$ cat config.mk
export PLATFORM = sky130hd
export DESIGN_NAME = tap_chain_sizer
export DESIGN_NICKNAME = d
export VERILOG_FILES = /design/src/rtl/tcs_pkg.sv /design/src/rtl/tcs_tck_gen.sv /design/src/rtl/tcs_bitgen.sv /design/src/rtl/tcs_meas.sv /design/src/rtl/tap_chain_sizer.sv
export SDC_FILE = /design/constraint.sdc
export NUM_CORES = 1
export LEC_CHECK = 0
export BUFFER_PORTS_ARGS = -buffer_cell sky130_fd_sc_hd__buf_2
export CORE_MARGIN = 3
export CORE_UTILIZATION = 30
export DETAILED_ROUTE_END_ITERATION = 12
export PLACE_DENSITY = 0.57
export SYNTH_ARGS = -nofsm -noshare
export SYNTH_HDL_FRONTEND = slang
export SYNTH_SLANG_ARGS = --single-unit
$ cat constraint.sdc
create_clock -name clk -period 6.35 [get_ports clk]
set_input_delay 0.9525 -clock clk [delete_from_list [all_inputs] [get_ports clk]]
set_output_delay 0.9525 -clock clk [all_outputs]
set_load 0.02 [all_outputs]
$ cat src/rtl/tcs_pkg.sv
package tcs_pkg;

  // Order matters: the sequencer steps through these phases one after another.
  typedef enum logic [3:0] {
    PH_IDLE,
    PH_RESET,    // TMS high x5
    PH_TO_IR,    // RTI, Select-DR, Select-IR, Capture-IR, Shift-IR
    PH_IR,       // ones flood, TMS high on last bit
    PH_IR_EXIT,  // Update-IR, Run-Test/Idle
    PH_TO_DR,    // Select-DR, Capture-DR, Shift-DR
    PH_FLUSH,    // zeros to clear bypass bits
    PH_MARK,     // single one, then zeros while counting
    PH_EXIT      // Exit1-DR, Update-DR, Run-Test/Idle
  } phase_e;

endpackage

$ cat src/rtl/tcs_tck_gen.sv
module tcs_tck_gen #(
  parameter int TCK_DIV = 2
) (
  input  logic clk,
  input  logic rst,
  input  logic en,
  output logic tck,
  output logic rise_stb,
  output logic fall_stb
);

  localparam int CW = (TCK_DIV > 1) ? $clog2(TCK_DIV) : 1;
  localparam logic [CW-1:0] LAST = CW'(TCK_DIV - 1);

  logic [CW-1:0] cnt_q;
  logic          edge_w;

  assign edge_w   = en && (cnt_q == LAST);
  assign rise_stb = edge_w && !tck;
  assign fall_stb = edge_w && tck;

  always_ff @(posedge clk) begin
    if (rst || !en) begin
      cnt_q <= '0;
      tck   <= 1'b0;
    end else if (cnt_q == LAST) begin
      cnt_q <= '0;
      tck   <= ~tck;
    end else begin
      cnt_q <= cnt_q + 1'b1;
    end
  end

  AST_TCK_GATED: assert property (@(posedge clk) disable iff (rst)
    !en |=> !tck);

endmodule

$ cat src/rtl/tcs_bitgen.sv
module tcs_bitgen
  import tcs_pkg::*;
#(
  parameter int MAX_DEV = 8,
  parameter int MAX_IR  = 6,
  parameter int IDXW    = 8
) (
  input  phase_e          phase,
  input  logic [IDXW-1:0] idx,
  output logic            tms_o,
  output logic            tdi_o,
  output logic            last_o
);

  localparam int              IR_BITS  = MAX_DEV * MAX_IR;
  localparam logic [IDXW-1:0] I0       = IDXW'(0);
  localparam logic [IDXW-1:0] I1       = IDXW'(1);
  localparam logic [IDXW-1:0] I2       = IDXW'(2);
  localparam logic [IDXW-1:0] I4       = IDXW'(4);
  localparam logic [IDXW-1:0] IR_LAST  = IDXW'(IR_BITS - 1);
  localparam logic [IDXW-1:0] FL_LAST  = IDXW'(MAX_DEV - 1);

  always_comb begin
    tms_o  = 1'b0;
    tdi_o  = 1'b0;
    last_o = 1'b0;
    unique case (phase)
      PH_RESET: begin
        tms_o  = 1'b1;
        last_o = (idx == I4);
      end
      PH_TO_IR: begin
        tms_o  = (idx == I1) || (idx == I2);
        last_o = (idx == I4);
      end
      PH_IR: begin
        tdi_o  = 1'b1;
        tms_o  = (idx == IR_LAST);
        last_o = (idx == IR_LAST);
      end
      PH_IR_EXIT: begin
        tms_o  = (idx == I0);
        last_o = (idx == I1);
      end
      PH_TO_DR: begin
        tms_o  = (idx == I0);
        last_o = (idx == I2);
      end
      PH_FLUSH: last_o = (idx == FL_LAST);
      PH_MARK:  tdi_o  = (idx == I0);
      PH_EXIT: begin
        tms_o  = (idx != I2);
        last_o = (idx == I2);
      end
      default: ;
    endcase
  end

endmodule

$ cat src/rtl/tcs_meas.sv
module tcs_meas #(
  parameter int MAX_DEV = 8,
  parameter int CW      = 4
) (
  input  logic          clk,
  input  logic          rst,
  input  logic          clr,
  input  logic          rise_stb,
  input  logic          in_mark,
  input  logic          flush_last,
  input  logic          tdo,
  output logic          res_valid,
  output logic [CW-1:0] count_q,
  output logic          err_q
);

  localparam logic [CW-1:0] CMAX = CW'(MAX_DEV);

  logic [CW-1:0] cnt_q;

  always_ff @(posedge clk) begin
    if (rst || clr) begin
      cnt_q     <= '0;
      res_valid <= 1'b0;
      count_q   <= '0;
      err_q     <= 1'b0;
    end else if (rise_stb && !res_valid) begin
      if (flush_last && tdo) begin
        res_valid <= 1'b1;
        err_q     <= 1'b1;
        count_q   <= '0;
      end else if (in_mark) begin
        if (tdo) begin
          res_valid <= 1'b1;
          count_q   <= cnt_q;
        end else if (cnt_q == CMAX) begin
          res_valid <= 1'b1;
          err_q     <= 1'b1;
          count_q   <= '0;
        end else begin
          cnt_q <= cnt_q + 1'b1;
        end
      end
    end
  end

  AST_ERR_ZERO: assert property (@(posedge clk) disable iff (rst)
    err_q |-> (count_q == '0));
  AST_COUNT_RANGE: assert property (@(posedge clk) disable iff (rst)
    count_q <= CMAX);
  AST_RESULT_HOLD: assert property (@(posedge clk) disable iff (rst)
    (res_valid && !clr) |=> ($stable(count_q) && $stable(err_q)));

endmodule

$ cat src/rtl/tap_chain_sizer.sv
module tap_chain_sizer
  import tcs_pkg::*;
#(
  parameter int MAX_DEV = 8,
  parameter int MAX_IR  = 6,
  parameter int TCK_DIV = 2,
  localparam int CW     = $clog2(MAX_DEV + 1)
) (
  input  logic          clk,
  input  logic          rst,
  input  logic          start,
  output logic          busy,
  output logic          done,
  output logic [CW-1:0] dev_count,
  output logic          err,
  output logic          tck,
  output logic          tms,
  output logic          tdi,
  input  logic          tdo
);

  localparam int IR_BITS = MAX_DEV * MAX_IR;
  localparam int IDXW    = $clog2(IR_BITS + MAX_DEV + 8);

  phase_e          phase_q, phase_n;
  logic [IDXW-1:0] idx_q, idx_n;
  logic            rise_stb, fall_stb;
  logic            cur_last, cur_tms_unused, cur_tdi_unused;
  logic            nxt_tms, nxt_tdi, nxt_last_unused;
  logic            res_valid;
  logic            accept;
  logic            finish;

  assign accept = start && !busy;
  assign finish = fall_stb && (phase_q == PH_EXIT) && cur_last;

  tcs_tck_gen #(.TCK_DIV(TCK_DIV)) u_tck (
    .clk      (clk),
    .rst      (rst),
    .en       (busy),
    .tck      (tck),
    .rise_stb (rise_stb),
    .fall_stb (fall_stb)
  );

  // Decode of the bit being presented now (end-of-phase detection).
  tcs_bitgen #(.MAX_DEV(MAX_DEV), .MAX_IR(MAX_IR), .IDXW(IDXW)) u_cur (
    .phase  (phase_q),
    .idx    (idx_q),
    .tms_o  (cur_tms_unused),
    .tdi_o  (cur_tdi_unused),
    .last_o (cur_last)
  );

  // Decode of the bit that goes on the pins at the coming falling edge.
  tcs_bitgen #(.MAX_DEV(MAX_DEV), .MAX_IR(MAX_IR), .IDXW(IDXW)) u_nxt (
    .phase  (phase_n),
    .idx    (idx_n),
    .tms_o  (nxt_tms),
    .tdi_o  (nxt_tdi),
    .last_o (nxt_last_unused)
  );

  tcs_meas #(.MAX_DEV(MAX_DEV), .CW(CW)) u_meas (
    .clk        (clk),
    .rst        (rst),
    .clr        (accept),
    .rise_stb   (rise_stb),
    .in_mark    (phase_q == PH_MARK),
    .flush_last ((phase_q == PH_FLUSH) && cur_last),
    .tdo        (tdo),
    .res_valid  (res_valid),
    .count_q    (dev_count),
    .err_q      (err)
  );

  always_comb begin
    phase_n = phase_q;
    idx_n   = idx_q + 1'b1;
    unique case (phase_q)
      PH_IDLE: idx_n = '0;
      PH_MARK: begin
        idx_n = IDXW'(1);
        if (res_valid) begin
          phase_n = PH_EXIT;
          idx_n   = '0;
        end
      end
      PH_FLUSH: if (cur_last) begin
        phase_n = res_valid ? PH_EXIT : PH_MARK;
        idx_n   = '0;
      end
      PH_EXIT: if (cur_last) begin
        phase_n = PH_IDLE;
        idx_n   = '0;
      end
      default: if (cur_last) begin
        idx_n = '0;
        unique case (phase_q)
          PH_RESET:   phase_n = PH_TO_IR;
          PH_TO_IR:   phase_n = PH_IR;
          PH_IR:      phase_n = PH_IR_EXIT;
          PH_IR_EXIT: phase_n = PH_TO_DR;
          PH_TO_DR:   phase_n = PH_FLUSH;
          default:    phase_n = PH_IDLE;
        endcase
      end
    endcase
  end

  always_ff @(posedge clk) begin
    if (rst) begin
      phase_q <= PH_IDLE;
      idx_q   <= '0;
      busy    <= 1'b0;
      done    <= 1'b0;
      tms     <= 1'b0;
      tdi     <= 1'b0;
    end else begin
      done <= 1'b0;
      if (accept) begin
        phase_q <= PH_RESET;
        idx_q   <= '0;
        busy    <= 1'b1;
        tms     <= 1'b1;
        tdi     <= 1'b0;
      end else if (fall_stb) begin
        phase_q <= phase_n;
        idx_q   <= idx_n;
        tms     <= nxt_tms;
        tdi     <= nxt_tdi;
        if (finish) begin
          busy <= 1'b0;
          done <= 1'b1;
        end
      end
    end
  end

  AST_DONE_ONE: assert property (@(posedge clk) disable iff (rst)
    done |=> !done);
  AST_DONE_IDLE: assert property (@(posedge clk) disable iff (rst)
    done |-> !busy);
  AST_TCK_IDLE: assert property (@(posedge clk) disable iff (rst)
    !busy |-> !tck);
  AST_PIN_ON_FALL: assert property (@(posedge clk) disable iff (rst)
    ((tms != $past(tms)) || (tdi != $past(tdi))) |-> (!tck && ($fell(tck) || $rose(busy))));
  AST_START_IGNORED: assert property (@(posedge clk) disable iff (rst)
    (busy && start && !finish) |=> busy);

endmodule

======== Word level (Yosys, flattened, before mapping) ========
Index checks and enable logic that the tools add are counted.
operators by class
  mux-type cells .......................... 32
  equal/unequal tests ..................... 26
  bitwise logic cells ..................... 5
  add/subtract/negate cells ............... 3
  reduce and logical (&&, ||, !) cells .... 32
operators with widths
  kind                                                   number
  2-to-1 mux 4 bit                                       9
  == test 4 x 3 -> 1 bit, second input constant          7
  == test 4 x 2 -> 1 bit, second input constant          4
  2-to-1 mux 1 bit                                       16
  one-hot mux 4 bit (4 select lines)                     1
  one-hot mux 3 bit (5 select lines)                     1
  == test 4 bit, second input constant                   3
  == test 6 x 1 -> 1 bit, second input constant          2
  == test 6 x 2 -> 1 bit, second input constant          2
  == test 6 x 3 -> 1 bit, second input constant          2
  == test 6 bit, second input constant                   2
  one-hot mux 6 bit (2 select lines)                     1
  one-hot mux 1 bit (5 select lines)                     2
  OR reduction 2 bit                                     5
  logical AND 1 bit                                      9
  == test 4 x 1 -> 1 bit, second input constant          2
  nonzero test 2 bit                                     4
  adder 6 x 1 -> 6 bit, second input constant            1
  logical NOT 6 bit                                      1
  2-to-1 mux 6 bit                                       1
  inequality test 6 x 2 -> 1 bit, second input constant  1
  NOT 1 bit                                              5
  AND reduction 5 bit                                    1
  adder 4 x 1 -> 4 bit, second input constant            1
  11 further kinds                                       15
word-level totals
  word-level logic and storage cells ...... 111
  output and inout bits ................... 10
  register bits ........................... 26

======== Longest topological paths before layout ========
Gate-level depths: netlist of run 1.
  word-level depth ........................ 10
  mapped depth ............................ 12

======== Cells and area by module ========
From an unflattened synthesis of run 1, not the netlist that was laid out.
unflattened totals
  cell total of the unflattened synthesis .. 243
  area total of the unflattened synthesis .. 1914.3 um^2
by module, submodules not included
  module           area each (um^2)  instances  cells an instance
  tap_chain_sizer  859.6             1          111
  tcs_meas         501.7             1          57
  tcs_bitgen       237.7             2          33
  tcs_tck_gen      77.6              1          9

======== Worst setup path after synthesis of run 1 ========
Ideal clock, no wire load.
  path kind ............................... reg2reg
  start point ............................. reg phase_q[0]
  end point ............................... reg tms
  buffers on the path ..................... 1
  period minus slack after synthesis ...... 2.443 ns
  stages on the path, launching flop included .. 11
  data arrival time ....................... 2.313 ns
  setup slack ............................. 3.907 ns
  cells stage by stage .................... dfxtp_1 -> buf_6 -> and4bb_4 -> mux2_4 -> nor3_2 -> o21a_4 -> nand2_4 -> a32o_2 -> or4b_1 -> o211ai_1 -> o32ai_2
on the way
  cells in the longest elaborated chain, start to end .. 10
  elaborated cells between the ends (all ways) .. 36
  those cells by class .................... 18 x eq/ne; 12 x mux; 6 x reduce/logical
RTL lines
  element                                                                                   line                                     RTL
  from (decl)                                                                               tap_chain_sizer.sv:25                    phase_e phase_q, phase_n;
  from (signal assigned)                                                                    tap_chain_sizer.sv:128                   phase_q <= phase_n;
  == test 4 bit (tied with other cells)                                                     tcs_bitgen.sv:27, tap_chain_sizer.sv:80
  OR reduction 2 bit (no source line)                                                       -
  one-hot mux 1 bit (5 select lines)                                                        tcs_bitgen.sv:27                         unique case (phase)
  2-to-1 mux 4 bit (tied with other cells)                                                  tap_chain_sizer.sv:97                    default: if (cur_last) begin
  one-hot mux 4 bit (4 select lines) or one-hot mux 6 bit (2 select lines) (tied branches)  tap_chain_sizer.sv:80                    unique case (phase_q)
  == test 4 x 3 -> 1 bit (tied with other cells)                                            -
  OR reduction 2 bit (no source line) or logical OR 1 bit (tied branches)                   -
  one-hot mux 1 bit (5 select lines) *                                                      tcs_bitgen.sv:27
  2-to-1 mux 1 bit *                                                                        tap_chain_sizer.sv:127                   end else if (fall_stb) begin
  2-to-1 mux 1 bit *                                                                        tap_chain_sizer.sv:121                   if (accept) begin
  to (signal assigned)                                                                      tap_chain_sizer.sv:130                   tms <= nxt_tms;
  to (decl)                                                                                 tap_chain_sizer.sv:17                    output logic tms,
Every way passes the cells marked *; elsewhere a longest branch is shown, timed or not. The select of a mux whose other input is x is not followed.
A chain may end at the register's enable or synchronous reset.

======== Worst setup path in the final report of run 1 ========
Same ends and word-level chain as after synthesis.

==> results of run 1 <==
-- power groups by stage --
stage	registers (mW)	logic, mW	clock network (mW)
6_report	0.170	0.0280	0.139
5_1_grt	0.170	0.0313	0.148
4_1_cts	0.170	0.0281	0.143
3_5_place_dp	0.173	0.0280	0
3_3_place_gp	0.173	0.0280	0
2_1_floorplan	0.172	0.0242	0
-- critical path: stages, from the launching register on --
cell      delay (ns)
dfxtp_1         0.78
and4bb_4        0.36
mux2_4          0.30
nor3_2          0.21
o21ai_2         0.14
o21ai_0         0.87
nor4_1          0.12
a211oi_1        0.28
o211ai_1        0.15
o32ai_2         0.23
-- how the worst min path moves through the flow --
stage	start	endpoint	slack [ns]
finish	tdi	tdi	0.47
global route	tdi	tdi	0.49
CTS	tdi	tdi	0.48
detailed placement	tdi	tdi	0.46
global placement	tdi	tdi	0.46
floorplan	u_tck.cnt_q	u_tck.cnt_q	0.45
-- metrics by stage --
stage	power [mW]	instances	util [%]	area (sq um)	hold WS (ns)
floorplan	0.196	225	-	1780	0.445
finish	0.336	297	34.0	1910	0.468
global placement	0.201	293	32.8	1840	0.459
detailed placement	0.201	293	32.8	1840	0.462
global route	0.350	297	34.0	1910	0.493
CTS	0.341	297	34.0	1910	0.476
-- placed cells by master (no fill, tap or decap), types with 2 or more instances in the layout --
| master | netlist | final |
|---|---|---|
| clkbuf_8 | 0 | 3 |
| nand2_1 | 10 | 10 |
| nor2_1 | 32 | 32 |
| o31ai_1 | 2 | 2 |
| o22ai_1 | 2 | 2 |
| o211ai_1 | 3 | 3 |
| a21oi_1 | 14 | 14 |
| nor3_1 | 13 | 13 |
| o21ai_0 | 11 | 11 |
| mux2i_1 | 2 | 2 |
| ha_1 | 3 | 3 |
| dfxtp_1 | 26 | 26 |
| nand4_1 | 3 | 3 |
| nand4b_1 | 2 | 2 |
| a31oi_1 | 5 | 5 |
| inv_1 | 9 | 9 |
| o21ai_2 | 2 | 2 |
| o21a_1 | 3 | 3 |
| o32ai_2 | 2 | 2 |
| xnor2_1 | 4 | 4 |
| nand3_1 | 9 | 9 |
| nand2b_1 | 4 | 4 |
| buf_2 | 5 | 13 |
| a211oi_1 | 5 | 5 |
| nor4_1 | 2 | 2 |
| nor2b_1 | 2 | 2 |
| a22oi_1 | 6 | 6 |
-- registers in the layout, indices dropped and copies added, names as in the netlist --
signal and cells:
idx_q 6, phase_q 4, u_meas.cnt_q 4, u_meas.count_q 4, busy 1, done 1, tdi 1, tms 1
u_meas.err_q 1, u_meas.res_valid 1, u_tck.cnt_q 1, u_tck.tck 1
-- synth_stat cells, drive strengths merged (6+ instances only) --
cell type	instances
nor2	32
clkbuf	8
a22oi	6
nand2	11
inv	9
a21oi	15
o21ai	13
dfxtp	26
nand3	9
buf	9
nor3	14
a31oi	6
-- kinds of logic after synthesis --
family                   Yosys count  share of synthesized area [%]
AO/OA/AOI/OAI                     68                           28.0
XOR/XNOR                           6                           3.38
adder cells (fa/ha/maj)            3                           2.11
buffers and inverters             26                           7.12
flip-flops                        26                           29.3
multiplexers                       4                           2.61
AND/OR/NAND/NOR                   92                           27.4
-- cell type report --
class,count,area share [%]
flip-flops and latches,26,27.3
clock buffers,3,2.16
repair buffers,13,3.41
clock inverters,1,1.57
multi-input cells,173,59.1
well taps,72,4.72
inverters,9,1.77
-- layer usage --
metal  track usage [%]  part of all wire, %  vias up
met4              2.67                 0.87        0
met3              1.19                  2.6        2
li1                  -                    -      823
met1              18.5                   49      775
met5                 0                    0        -
met2              19.0                   47       32
==> flow_metrics.env, run 1 <==
export IMPL_outcome="completed"
export IMPL_grt_pass1_wl_microns=7360
export IMPL_yosysUniqueCellTypes=61
export IMPL_netlist_area_sq_um=1780
export IMPL_fillers=615
export IMPL_sequentialPowerShare_pct=50.4
export IMPL_max_cap_violations=0
export IMPL_r2r_end="tms"
export IMPL_syn_inst=225
export IMPL_core_sq_um=5610
export IMPL_overflow=0
export IMPL_rsz0062_at_grt="false"
export IMPL_clk_latency_ns=0.27
export IMPL_drive_above_1_share_pct=15.1
export IMPL_vias=1632
export IMPL_multi_input_area_sq_um=1130
export IMPL_synth_top_area_share_pct=29.3
export IMPL_ys_ff_latch=26
export IMPL_synth_seq_area_share_pct=29.3
export IMPL_grtUsageTotal_pct=12.3
export IMPL_crit_type="reg2reg"
export IMPL_pwr_share_comb_pct=8.3
export IMPL_area_growth_pct=7.54
export IMPL_ioPinCount=14
export IMPL_cts_root_buf="clkbuf_8"
export IMPL_worstMarginPinSlew_ns=1.09
export IMPL_io_buffers=13
export IMPL_required_ns=6.53
export IMPL_cts_sinks=26
export IMPL_start_util_pct=31.7
export IMPL_place_ws_ns=2.83
export IMPL_syn_avg_cell_area_sq_um=7.89
export IMPL_die_height_microns=82.9
export IMPL_drc=0
export IMPL_period_needed_ns=3.53
export IMPL_post_cts_setup_buffers=0
export IMPL_hpwl_microns=3050
export IMPL_synth_nets=232
export IMPL_via_per_inst=5.49
export IMPL_clockPowerShare_pct=41.3
export IMPL_power_switching_mw=0.0763
export IMPL_gp_congestion=0.820
export IMPL_fin_nets=233
export IMPL_synth_top_cells_by_area="dfxtp_1 (29%), nor2_1 (6.8%), a21oi_1 (3.9%)"
export IMPL_synth_warnings=0
export IMPL_grt_pass1_vias=1508
export IMPL_drt_iter0_drc=152
export IMPL_crit_fanout=19
export IMPL_hold_violations=0
export IMPL_cp_endpoint="tms"
export IMPL_swShare_pct=22.7
export IMPL_ys_async_sr_fraction_pct=0
export IMPL_skew_ns=0.00328
export IMPL_clock_path_buffers=2
export IMPL_die_w_microns=82.9
export IMPL_htree_levels=1
export IMPL_fin_ws_ns=2.82
export IMPL_wl_per_cell_microns=14.0
export IMPL_setup_violations=0
export IMPL_slew_headroom_pct=26.3
export IMPL_hold_class="reg2reg"
export IMPL_drtAntennaViolNets=0
export IMPL_grt_max_degree=23
export IMPL_regArea_sq_um=520
export IMPL_maxSlewViolCount=0
export IMPL_drt_wl_total_microns=4160
export IMPL_cts_resized=0
export IMPL_die_area_sq_um=6880
export IMPL_arrival_ns=3.72
export IMPL_antennaDiodeCount=0
export IMPL_clk_pin_slew_worst_paths_ns=0.09
export IMPL_synth_ff_type="dfxtp_1"
export IMPL_leakage_nw=0.666
export IMPL_r2r_start="phase_q[0]"
export IMPL_row_count=27
export IMPL_synth_edff_count=0
export IMPL_p_per_area_nw_per_um2=176
export IMPL_rrSetupSlack_ns=2.82
export IMPL_cp_end_kind="flop"
export IMPL_antenna_found_initial=0
export IMPL_worst_r2r_cell_count=9
export IMPL_finalCritPeriodShare_pct=55.7
export IMPL_setup_tns_ns=0
export IMPL_critPathLaunch="phase_q[0]"
export IMPL_fmax_mhz=283
export IMPL_internal_power_mw=0.260
export IMPL_startpoint_type="flop"
export IMPL_ir_drop_uv=105
export IMPL_cts_tree="yes"
export IMPL_worstHoldPathCells=2
export IMPL_dr_pass1_iters=4
export IMPL_cts_buffers_inserted=3
export IMPL_yosysTopAreaCell="dfxtp_1"
export IMPL_ctsHoldBuffers=0
(Power assumes the default switching activity.)
==> run 2: changes to the inputs <==
ABC_AREA = 1   (was unset)
clock period = 3.35 ns   (was 6.35 ns; I/O delays follow)
==> run 2 against run 1 <==
First-iteration DRC count decreased by 18%. Combinational power rose by 110%. Maximum frequency is 57% higher. Worst hold slack got worse by 0.057 ns. Register-to-register slack worse by 1.7 ns. Sequential power up 86%. Clock skew hardly changed. Non-clock buffer count rose by 1. Utilization rose by 2.0 points. Total power rose by 91%. Sequential share of layout area grew 0.16 points. Critical path type unchanged. Largest power group unchanged.
==> flow_metrics.env, run 2 <==
export IMPL_pwr_share_comb_pct=9.2
export IMPL_instances_no_fill=348
export IMPL_synth_ff_type="dfxtp_1"
export IMPL_setup_tns_ns=0
export IMPL_outcome="completed"
export IMPL_crit_fanout=14
export IMPL_rsz0062_at_grt="false"
export IMPL_row_count=26
export IMPL_clk_latency_ns=0.28
export IMPL_ys_ff_latch=26
export IMPL_skew_ns=0.00327
export IMPL_hpwl_microns=3160
export IMPL_slew_headroom_pct=63.6
export IMPL_power_switching_mw=0.152
export IMPL_start_util_pct=32.1
export IMPL_synth_top_area_share_pct=30.8
export IMPL_synth_top_cells_by_area="dfxtp_1 (31%), nand2_1 (12%), nor2_1 (8.2%)"
export IMPL_synth_compound_area_share_pct=15.5
export IMPL_cts_sinks=26
export IMPL_wl_per_cell_microns=11.8
export IMPL_synth_seq_area_share_pct=30.8
export IMPL_sequentialPowerShare_pct=49.4
export IMPL_cts_buffers_inserted=3
export IMPL_cts_tree="yes"
export IMPL_yosysTopAreaCell="dfxtp_1"
export IMPL_clock_path_buffers=2
export IMPL_hold_violations=0
export IMPL_gp_congestion=0.902
export IMPL_muxShareOfSynthArea_pct=0
export IMPL_crit_type="reg2reg"
export IMPL_grt_pass1_vias=1462
export IMPL_drive_above_1_share_pct=15.5
export IMPL_place_ws_ns=1.14
export IMPL_ys_async_sr_fraction_pct=0
export IMPL_core_sq_um=5270
export IMPL_drt_iter0_drc=125
export IMPL_fin_ws_ns=1.10
export IMPL_ctsHoldBuffers=0
export IMPL_clk_pin_slew_worst_paths_ns=0.09
export IMPL_area_growth_pct=12.3
export IMPL_synth_simple_area_share_pct=38.6
export IMPL_arrival_ns=2.46
export IMPL_internal_power_mw=0.490
export IMPL_synth_warnings=0
export IMPL_htree_levels=1
export IMPL_yosysUniqueCellTypes=35
export IMPL_yosysMostFrequentCell="nand2_1"
export IMPL_antennaDiodeCount=0
export IMPL_drtAntennaViolNets=0
export IMPL_post_dp_cell_area_sq_um=1830
export IMPL_grt_max_degree=16
export IMPL_setup_violations=0
export IMPL_via_per_inst=4.79
export IMPL_die_w_microns=81.1
export IMPL_final_cell_mix="nand2_1 (53), nor2_1 (37), inv_1 (33)"
export IMPL_clockPowerShare_pct=41.5
export IMPL_vias=1666
export IMPL_antenna_found_initial=0
export IMPL_grtUsageTotal_pct=13.5
export IMPL_maxSlewViolCount=0
export IMPL_finalCritPeriodShare_pct=67.1
export IMPL_fillers=577
export IMPL_swShare_pct=23.7
export IMPL_overflow=0
export IMPL_startpoint_type="flop"
export IMPL_syn_inst=264
export IMPL_syn_avg_cell_area_sq_um=6.40
export IMPL_cts_resized=0
export IMPL_fin_util_pct=36.0
export IMPL_netlist_top_cells_count="nand2_1 (53), nor2_1 (37), inv_1 (33), dfxtp_1 (26), a21oi_1 (20)"
export IMPL_power_mw=0.642
export IMPL_synth_nets=271
export IMPL_dr_pass1_iters=4
export IMPL_die_area_sq_um=6570
export IMPL_synth_edff_count=0
export IMPL_p_per_area_nw_per_um2=338
export IMPL_netlist_area_sq_um=1690
export IMPL_final_cell_area_sq_um=1900
export IMPL_worstMarginPinSlew_ns=0.545
export IMPL_die_height_microns=81.1
export IMPL_fin_nets=286
export IMPL_top_register="idx_q"
export IMPL_ioPinCount=14
export IMPL_cts_root_buf="clkbuf_8"
export IMPL_whs_ns=0.411
export IMPL_largest_reg_flops=6
export IMPL_post_cts_setup_buffers=0
export IMPL_max_cap_violations=0
export IMPL_io_buffers=13
export IMPL_grt_pass1_wl_microns=6910
export IMPL_drt_wl_total_microns=4100
export IMPL_hold_class="reg2reg"
export IMPL_dp_cells=344
export IMPL_synthAdderAreaFrac_pct=2.22
export IMPL_synth_top_family_by_area="simple AND/OR/NAND/NOR gates"
export IMPL_fmax_mhz=445
export IMPL_yosys_area_share_xor_xnor_pct=2.07
export IMPL_period_needed_ns=2.25
export IMPL_final_common_cell="nand2_1"
export IMPL_leakage_nw=0.906
export IMPL_required_ns=3.56
export IMPL_ir_drop_uv=201
export IMPL_drc=0
export IMPL_cp_end_kind="flop"
## run 2: worst max-delay path: stages (launching register included)
cell      delay, ns
dfxtp_1        0.43
nand2_1        0.15
clkinv_1       0.07
nand2_1        0.13
o21ai_0        0.20
nand2_1        0.11
nor2_4         0.17
nand2_4        0.15
inv_2          0.09
nor2_1         0.05
a21oi_1        0.20
nand2_1        0.12
nor3_2         0.10
o21ai_1        0.09
a21oi_1        0.12
## run 2: cell type report
class	instances	area, sq um	area share [%]
repair buffers	14	72.6	3.82
clock inverters	1	30.0	1.58
clock buffers	3	41.3	2.18
flip-flops and latches	26	520	27.4
inverters	42	158	8.31
multi-input cells	192	988	52.1
well taps	70	87.6	4.61
## run 2: power by group through the flow
| stage | sequential [mW] | clock, mW | combinational (mW) |
|---|---|---|---|
| CTS | 0.317 | 0.278 | 0.0588 |
| floorplan | 0.328 | 0 | 0.0395 |
| finish | 0.317 | 0.266 | 0.0588 |
| global placement | 0.324 | 0 | 0.0595 |
| global route | 0.318 | 0.294 | 0.0664 |
| detailed placement | 0.325 | 0 | 0.0585 |
## run 2: final timing paths
kind | from | endpoint | slack, ns | cells after the start
setup / recovery | phase_q[1] | tdi | 1.10 | 14
hold / removal | u_tck.cnt_q | u_tck.cnt_q | 0.41 | 1
setup reg to reg | phase_q[1] | tdi | 1.10 | 14
hold reg to reg | u_tck.cnt_q | u_tck.cnt_q | 0.41 | 1
## run 2: kinds of logic after synthesis
kind of cell | count (synthesis)
buffers and inverters | 46
adder cells (fa/ha/maj) | 3
AND/OR/NAND/NOR | 139
XOR/XNOR | 4
flip-flops | 26
AO/OA/AOI/OAI | 46
## run 2: metal layers
layer / wire length [microns] / GRT usage (%) / vias to the layer above
li1: - / - / 880
met1: 2030 / 19.4 / 732
met2: 1750 / 20.5 / 47
met3: 235 / 2.00 / 7
met4: 77 / 4.56 / 0
met5: 0 / 0 / -
